### src/rtl/poll_pkg.sv
// Shared types for the poll capture/propagate controller.
package poll_pkg;

    // Per-poll progress of the incoming poll tag at this device.
    typedef enum logic [1:0] {
        PS_IDLE = 2'd0,   // no poll seen since it last dropped
        PS_PASS = 2'd1,   // poll forwarded to the next device
        PS_HELD = 2'd2    // poll captured here
    } poll_st_e;

endpackage

### src/rtl/pchn_irq_req.sv
// Interrupt request holder.
// Keeps the mask bit, the programmed level and the pending flag, and drives
// the one-hot request bus. Assumes the command inputs are single-cycle
// take pulses produced by the top module.
module pchn_irq_req #(
    parameter int LVL_W = 2,
    localparam int NLVL = 1 << LVL_W
) (
    input  logic             clk,
    input  logic             rst_n,
    input  logic             hard_clr,
    input  logic             devrst_take,
    input  logic             prep_take,
    input  logic [LVL_W-1:0] prep_level,
    input  logic             prep_imask,
    input  logic             irq_event,
    input  logic             cap_clr,
    output logic [NLVL-1:0]  req_bus
);

    logic             pend_q;
    logic             mask_q;
    logic [LVL_W-1:0] level_q;

    // Pending/mask/level update: resets first, then commands, then capture, then new events.
    always_ff @(posedge clk) begin
        if (!rst_n) begin
            pend_q  <= 1'b0;
            mask_q  <= 1'b0;
            level_q <= '0;
        end else if (hard_clr || devrst_take) begin
            pend_q <= 1'b0;
            mask_q <= 1'b0;
        end else if (prep_take) begin
            mask_q  <= prep_imask;
            level_q <= prep_level;
            pend_q  <= pend_q && prep_imask;
        end else if (cap_clr) begin
            pend_q <= 1'b0;
        end else if (irq_event && mask_q) begin
            pend_q <= 1'b1;
        end
    end

    // One request bit per level, only the programmed one may be high.
    for (genvar g = 0; g < NLVL; g++) begin : g_lvl
        assign req_bus[g] = pend_q && (level_q == LVL_W'(g));
    end

endmodule

### src/rtl/pchn_cs_req.sv
// Cycle-steal request holder.
// A device reset does not withdraw a pending request; it marks it as a
// dummy read that must close any burst. Only capture or a hard clear
// drop the request.
module pchn_cs_req (
    input  logic clk,
    input  logic rst_n,
    input  logic hard_clr,
    input  logic devrst_take,
    input  logic cs_event,
    input  logic cap_clr,
    output logic cs_req,
    output logic cs_dummy
);

    logic pend_q;
    logic dummy_q;

    // Request and dummy-mark update.
    always_ff @(posedge clk) begin
        if (!rst_n || hard_clr) begin
            pend_q  <= 1'b0;
            dummy_q <= 1'b0;
        end else if (cap_clr) begin
            pend_q  <= 1'b0;
            dummy_q <= 1'b0;
        end else begin
            if (cs_event) begin
                pend_q <= 1'b1;
            end
            if (devrst_take && pend_q) begin
                dummy_q <= 1'b1;
            end
        end
    end

    assign cs_req   = pend_q;
    assign cs_dummy = dummy_q;

endmodule

### src/rtl/pchn_poll_dec.sv
// Capture/propagate decision and poll handling.
// While any identifier bit is high, a counter times the decision window.
// At DECIDE_CYC cycles, or at the poll leading edge if sooner, the live
// match is latched and held until the identifier drops. On the poll
// leading edge the poll is captured or passed on. Assumes poll_in is
// synchronous to clk.
module pchn_poll_dec
    import poll_pkg::*;
#(
    parameter int NLVL       = 4,
    parameter int DECIDE_CYC = 3,
    localparam int CNT_W     = $clog2(DECIDE_CYC + 1) + 1
) (
    input  logic            clk,
    input  logic            rst_n,
    input  logic [NLVL-1:0] id_lvl,
    input  logic            id_cs,
    input  logic            poll_in,
    input  logic [NLVL-1:0] irq_req,
    input  logic            cs_req,
    input  logic            cs_dummy,
    output logic            cap_fire,
    output logic            cap_fire_cs,
    output logic            poll_out,
    output logic            cap_pulse,
    output logic            cap_cs,
    output logic            cap_dummy
);

    localparam logic [CNT_W-1:0] WIN_END = CNT_W'(DECIDE_CYC);

    logic [CNT_W-1:0] cnt_q;
    logic             dec_valid_q;
    logic             dec_cap_q;
    logic             dec_cs_q;
    poll_st_e         st_q;

    logic id_any;
    logic live_cs;
    logic live_cap;
    logic poll_rise;
    logic take_now;
    logic eff_cap;
    logic eff_cs;

    // Live match and effective (latched or live) decision.
    always_comb begin
        id_any    = id_cs || (|id_lvl);
        live_cs   = id_cs && cs_req;
        live_cap  = live_cs || (|(id_lvl & irq_req));
        poll_rise = poll_in && (st_q == PS_IDLE);
        take_now  = id_any && !dec_valid_q && ((cnt_q == WIN_END) || poll_rise);
        eff_cap   = dec_valid_q ? dec_cap_q : live_cap;
        eff_cs    = dec_valid_q ? dec_cs_q  : live_cs;
    end

    // Window counter and decision latch, cleared when the identifier drops.
    always_ff @(posedge clk) begin
        if (!rst_n || !id_any) begin
            cnt_q       <= '0;
            dec_valid_q <= 1'b0;
            dec_cap_q   <= 1'b0;
            dec_cs_q    <= 1'b0;
        end else begin
            if (cnt_q != WIN_END) begin
                cnt_q <= cnt_q + 1'b1;
            end
            if (take_now) begin
                dec_valid_q <= 1'b1;
                dec_cap_q   <= live_cap;
                dec_cs_q    <= live_cs;
            end
        end
    end

    // Poll tag state: capture or pass on the leading edge, idle once it drops.
    always_ff @(posedge clk) begin
        if (!rst_n || !poll_in) begin
            st_q <= PS_IDLE;
        end else if (poll_rise) begin
            st_q <= eff_cap ? PS_HELD : PS_PASS;
        end
    end

    // Capture report pulse for the transfer logic.
    always_ff @(posedge clk) begin
        if (!rst_n) begin
            cap_pulse <= 1'b0;
            cap_cs    <= 1'b0;
            cap_dummy <= 1'b0;
        end else begin
            cap_pulse <= cap_fire;
            cap_cs    <= cap_fire && eff_cs;
            cap_dummy <= cap_fire && eff_cs && cs_dummy;
        end
    end

    assign cap_fire    = poll_rise && eff_cap;
    assign cap_fire_cs = eff_cs;
    assign poll_out    = poll_in && (st_q == PS_PASS);

endmodule

### src/rtl/poll_chain_dev.sv
// Top of the daisy-chain poll controller.
// Detects command strobe edges, and wires the interrupt holder, the
// cycle-steal holder and the decision logic together. Assumes cmd_stb
// stays high for at least two cycles per command.
module poll_chain_dev #(
    parameter int LVL_W      = 2,
    parameter int DECIDE_CYC = 3,
    localparam int NLVL      = 1 << LVL_W
) (
    input  logic             clk,
    input  logic             rst_n,
    input  logic             halt_mchk,
    input  logic             sys_reset,
    input  logic             irq_event,
    input  logic             cs_event,
    input  logic             cmd_stb,
    input  logic             cmd_prep,
    input  logic             cmd_devrst,
    input  logic [LVL_W-1:0] prep_level,
    input  logic             prep_imask,
    input  logic [NLVL-1:0]  poll_id_lvl,
    input  logic             poll_id_cs,
    input  logic             poll_in,
    output logic [NLVL-1:0]  req_bus,
    output logic             cs_req,
    output logic             poll_out,
    output logic             cap_pulse,
    output logic             cap_cs,
    output logic             cap_dummy
);

    logic stb_q;
    logic stb_rise;
    logic prep_take;
    logic devrst_take;
    logic hard_clr;
    logic cap_fire;
    logic cap_fire_cs;
    logic cs_dummy;

    // Strobe history for edge detection.
    always_ff @(posedge clk) begin
        if (!rst_n) begin
            stb_q <= 1'b0;
        end else begin
            stb_q <= cmd_stb;
        end
    end

    assign stb_rise    = cmd_stb && !stb_q;
    assign prep_take   = stb_rise && cmd_prep;
    assign devrst_take = stb_rise && cmd_devrst;
    assign hard_clr    = halt_mchk || sys_reset;

    pchn_irq_req #(.LVL_W(LVL_W)) u_irq (
        .clk         (clk),
        .rst_n       (rst_n),
        .hard_clr    (hard_clr),
        .devrst_take (devrst_take),
        .prep_take   (prep_take),
        .prep_level  (prep_level),
        .prep_imask  (prep_imask),
        .irq_event   (irq_event),
        .cap_clr     (cap_fire && !cap_fire_cs),
        .req_bus     (req_bus)
    );

    pchn_cs_req u_cs (
        .clk         (clk),
        .rst_n       (rst_n),
        .hard_clr    (hard_clr),
        .devrst_take (devrst_take),
        .cs_event    (cs_event),
        .cap_clr     (cap_fire && cap_fire_cs),
        .cs_req      (cs_req),
        .cs_dummy    (cs_dummy)
    );

    pchn_poll_dec #(.NLVL(NLVL), .DECIDE_CYC(DECIDE_CYC)) u_dec (
        .clk         (clk),
        .rst_n       (rst_n),
        .id_lvl      (poll_id_lvl),
        .id_cs       (poll_id_cs),
        .poll_in     (poll_in),
        .irq_req     (req_bus),
        .cs_req      (cs_req),
        .cs_dummy    (cs_dummy),
        .cap_fire    (cap_fire),
        .cap_fire_cs (cap_fire_cs),
        .poll_out    (poll_out),
        .cap_pulse   (cap_pulse),
        .cap_cs      (cap_cs),
        .cap_dummy   (cap_dummy)
    );

endmodule

### config.mk
export PLATFORM = sky130hd
export DESIGN_NAME = poll_chain_dev
export DESIGN_NICKNAME = d
export VERILOG_FILES = /design/src/rtl/poll_pkg.sv /design/src/rtl/pchn_irq_req.sv /design/src/rtl/pchn_cs_req.sv /design/src/rtl/pchn_poll_dec.sv /design/src/rtl/poll_chain_dev.sv
export SDC_FILE = /design/constraint.sdc
export NUM_CORES = 1
export LEC_CHECK = 0
export ABC_AREA = 1
export BUFFER_PORTS_ARGS = -buffer_cell sky130_fd_sc_hd__buf_2
export CORE_ASPECT_RATIO = 0.9
export CORE_UTILIZATION = 30
export CTS_CLUSTER_SIZE = 25
export DETAILED_ROUTE_END_ITERATION = 8
export SYNTH_ARGS = -nofsm -noshare
export SYNTH_HDL_FRONTEND = slang
export SYNTH_SLANG_ARGS = --single-unit
### constraint.sdc
create_clock -name clk -period 1.6 [get_ports clk]
set_input_delay 0.24 -clock clk [delete_from_list [all_inputs] [get_ports clk]]
set_output_delay 0.24 -clock clk [all_outputs]
set_load 0.03 [all_outputs]
==> reports/results.txt <==
status: finished, final reports clean
final setup violation count: 0
first-pass GRT wire length: 2810 µm
Max Root-Sink Buffers: 2
CTS tree: done
top cells by count, synth: nand2_1, dfxtp_1, nor2_1
Die Y: 53.3 µm
Post-CTS Setup Inserts: 0
post-synthesis mux area share: 0%
Worst Setup EP: req_bus[1]
CP peak stage delay: 450 ps
# IOs: 27
TritonCTS buffer count: 3
kind of critical path: reg -> out
Buf+Inv Stages, Crit Path: 2
initial drt markers: 8
Peak VDD IR: 0.000477 V
Rows: 18
PwrDens: 828 nW/µm²
post-synthesis async set-or-reset flop share: 0%
flops & latches, synth: 18
design area: 1080 µm²
vias: 802
sequential area share after synthesis: 41.0%
Final Hold Fails: 0
Crit. End Element: output pin
Core Region: 2770 µm²
area share of the largest cell type after synthesis: 41.0%
CP max stage cell: dfxtp_1
FF-to-FF Start: u_dec.cnt_q[0]
Top FF cell, synth: dfxtp_1
Synth Area in Simple Gates: 34.5%
WL/cell: 8.95 µm
gr ovfl total: 0
P_leak: 0.000531 µW
CP Depth: 3
Distinct cells, synth: 25
Crit path max-delay family: flip-flops
count leader, synth: nand2_1
depth of the most critical reg-to-reg path: 6
die footprint: 3150 µm²
gpl congestion: 0.718
post-synth net total: 139
YS warnings: 0
Final period util: 91.8%
Worst Tran Pin Value: 364 ps
EDFF count, synth: 0
synthesized cell area: 878 µm²
nets@finish: 170
PostCTS Resize Cnt: 0
total inserted antenna cells: 0
Worst Skew: 8.11 ps
Starting Density: 31.7%
Tmin final: 1470 ps
Cells after Synth: 119
largest net degree at the start of global routing: 10
Critical Path Fanout Max: 6
top cells by area, synth: dfxtp_1, nand2_1, nor2_1
Compound-Gate Fraction of Synth Area: 11.3%
Post-DRT Antenna Nets: 0
total wire length: 1680 µm
Hold/Removal Path Class: in -> reg
slew margin rel.: 75.5%
RSZ-0062 raised after global routing: false
Fin Setup TNS: 0 ps
CP startpoint: u_irq.pend_q
Worst Path Required: 1360 ps
DP HPWL: 1370 µm
Residual DRC: 0
synthesized area per cell: 7.38 µm²
H-tree levels: 1
Slew Limit Fails: 0
hold path depth: 3
First-pass DRT Iterations: 4
dpl cell area: 1060 µm²
vias in the first global route: 697
via/cell ratio: 4.27
gr usage total: 12.3%
largest family of logic cells by synthesized area: simple AND/OR/NAND/NOR gates
Startpoint Class: flop
Adder-Cell Fraction of Synth Area: 2.85%
xor/xnor share of the synthesized area: 0.997%
clock-pin slew on the worst setup and hold paths: 100 ps
Max Cap Viol: 0
RR Endpoint: u_dec.dec_cap_q
clock latency at the later pin of the worst-skew pair: 300 ps
clk sinks: 18
CP arrival: 1230 ps
hold buffers post-CTS: 0
CP cell instances: inv_1 -> nor3_1 -> buf_2
area grow syn2layout: 23.1%
Chip Width: 59.0 µm
initial antenna violation count: 0
layout cells sized above 1: 33.1%
Port Buf Inserts: 26
leading area contributor after synthesis: dfxtp_1
Clk Tree Root Cell: clkbuf_4
Reg2Reg Setup Slack: 220 ps
Fmax: 0.681 GHz
==> through the flow <==
| stage | setup WS (ps) | utilization, % | total power, µW | hold WS, ps | instances |
|---|---|---|---|---|---|
| 6_report | 131 | 39.0 | 895 | 144 | 188 |
| 5_1_grt | 5.13 | 39.0 | 953 | 156 | 188 |
| 4_1_cts | 126 | 39.0 | 909 | 144 | 188 |
| 3_5_place_dp | 237 | 38.2 | 681 | 442 | 185 |
| 3_3_place_gp | 293 | 38.2 | 674 | 436 | 185 |
| 2_1_floorplan | 199 | - | 628 | 333 | 119 |
==> cells by family (layout without fill, tap and decap cells) <==
kind of cell / after synthesis / in the layout
xor gates and xnor gates: 1 / 1
and+or+nand+nor: 60 / 60
buffers and inverters: 21 / 50
DFF: 18 / 18
adders and majority gates: 2 / 2
AOI/OAI and AO/OA: 17 / 17
==> where the power goes <==
part | switching, µW | leakage (µW) | total [µW] | internal, µW
Sequential | 17.3 | 0.000147 | 496 | 479
Clock | 138 | 0.0000138 | 226 | 87.8
Combinational | 104 | 0.000370 | 173 | 69.0
==> sequential cells by signal, summed over array words and instances, names as in the netlist <==
| name | flops |
|---|---|
| stb_q | 1 |
| u_cs.cs_dummy | 1 |
| u_cs.cs_req | 1 |
| u_dec.cap_cs | 1 |
| u_dec.cap_dummy | 1 |
| u_dec.cap_pulse | 1 |
| u_dec.cnt_q | 3 |
| u_dec.dec_cap_q | 1 |
| u_dec.dec_cs_q | 1 |
| u_dec.dec_valid_q | 1 |
| u_dec.st_q | 2 |
| u_irq.level_q | 2 |
| u_irq.mask_q | 1 |
| u_irq.pend_q | 1 |
==> metal layers <==
metal	vias up	share of wire [%]	track usage (%)
li1	436	-	-
met1	335	50	15.8
met2	26	41	18.0
met3	5	6.6	5.62
met4	0	1.5	4.37
met5	-	0	0
==> how the worst min path moves through the flow <==
stage | from | end | slack (ps)
2_1_floorplan | cmd_stb | stb_q | 330
5_1_grt | cmd_stb | stb_q | 160
4_1_cts | cmd_stb | stb_q | 140
3_3_place_gp | u_dec.st_q[1] | u_dec.st_q[1] | 440
3_5_place_dp | u_dec.st_q[1] | u_dec.st_q[1] | 440
6_report | cmd_stb | stb_q | 140
==> tightest hold or removal path, delay by kind of cell <==
family / cells / cell delay (ps)
buf+inv: 2 / 140
simple gates: 1 / 50
==> cells in the final DEF (no fill, tap or decap), types with 5 or more instances in the layout <==
cell type and n:
nand2_1 21, inv_2 5, nand2_2 5, inv_1 15, buf_2 26, dfxtp_1 18
nor2_1 16, a21oi_1 7
==> area by class of cell <==
type                            count  area [µm²]
Inverter                           21        82.6
Clock buffer                        3        22.5
Fill cell                         297        1690
Multi-Input combinational cell     80         435
Timing Repair Buffer               26         130
Sequential cell                    18         360
Tap cell                           40        50.0
Note: power is estimated with default switching activity, not from simulation.
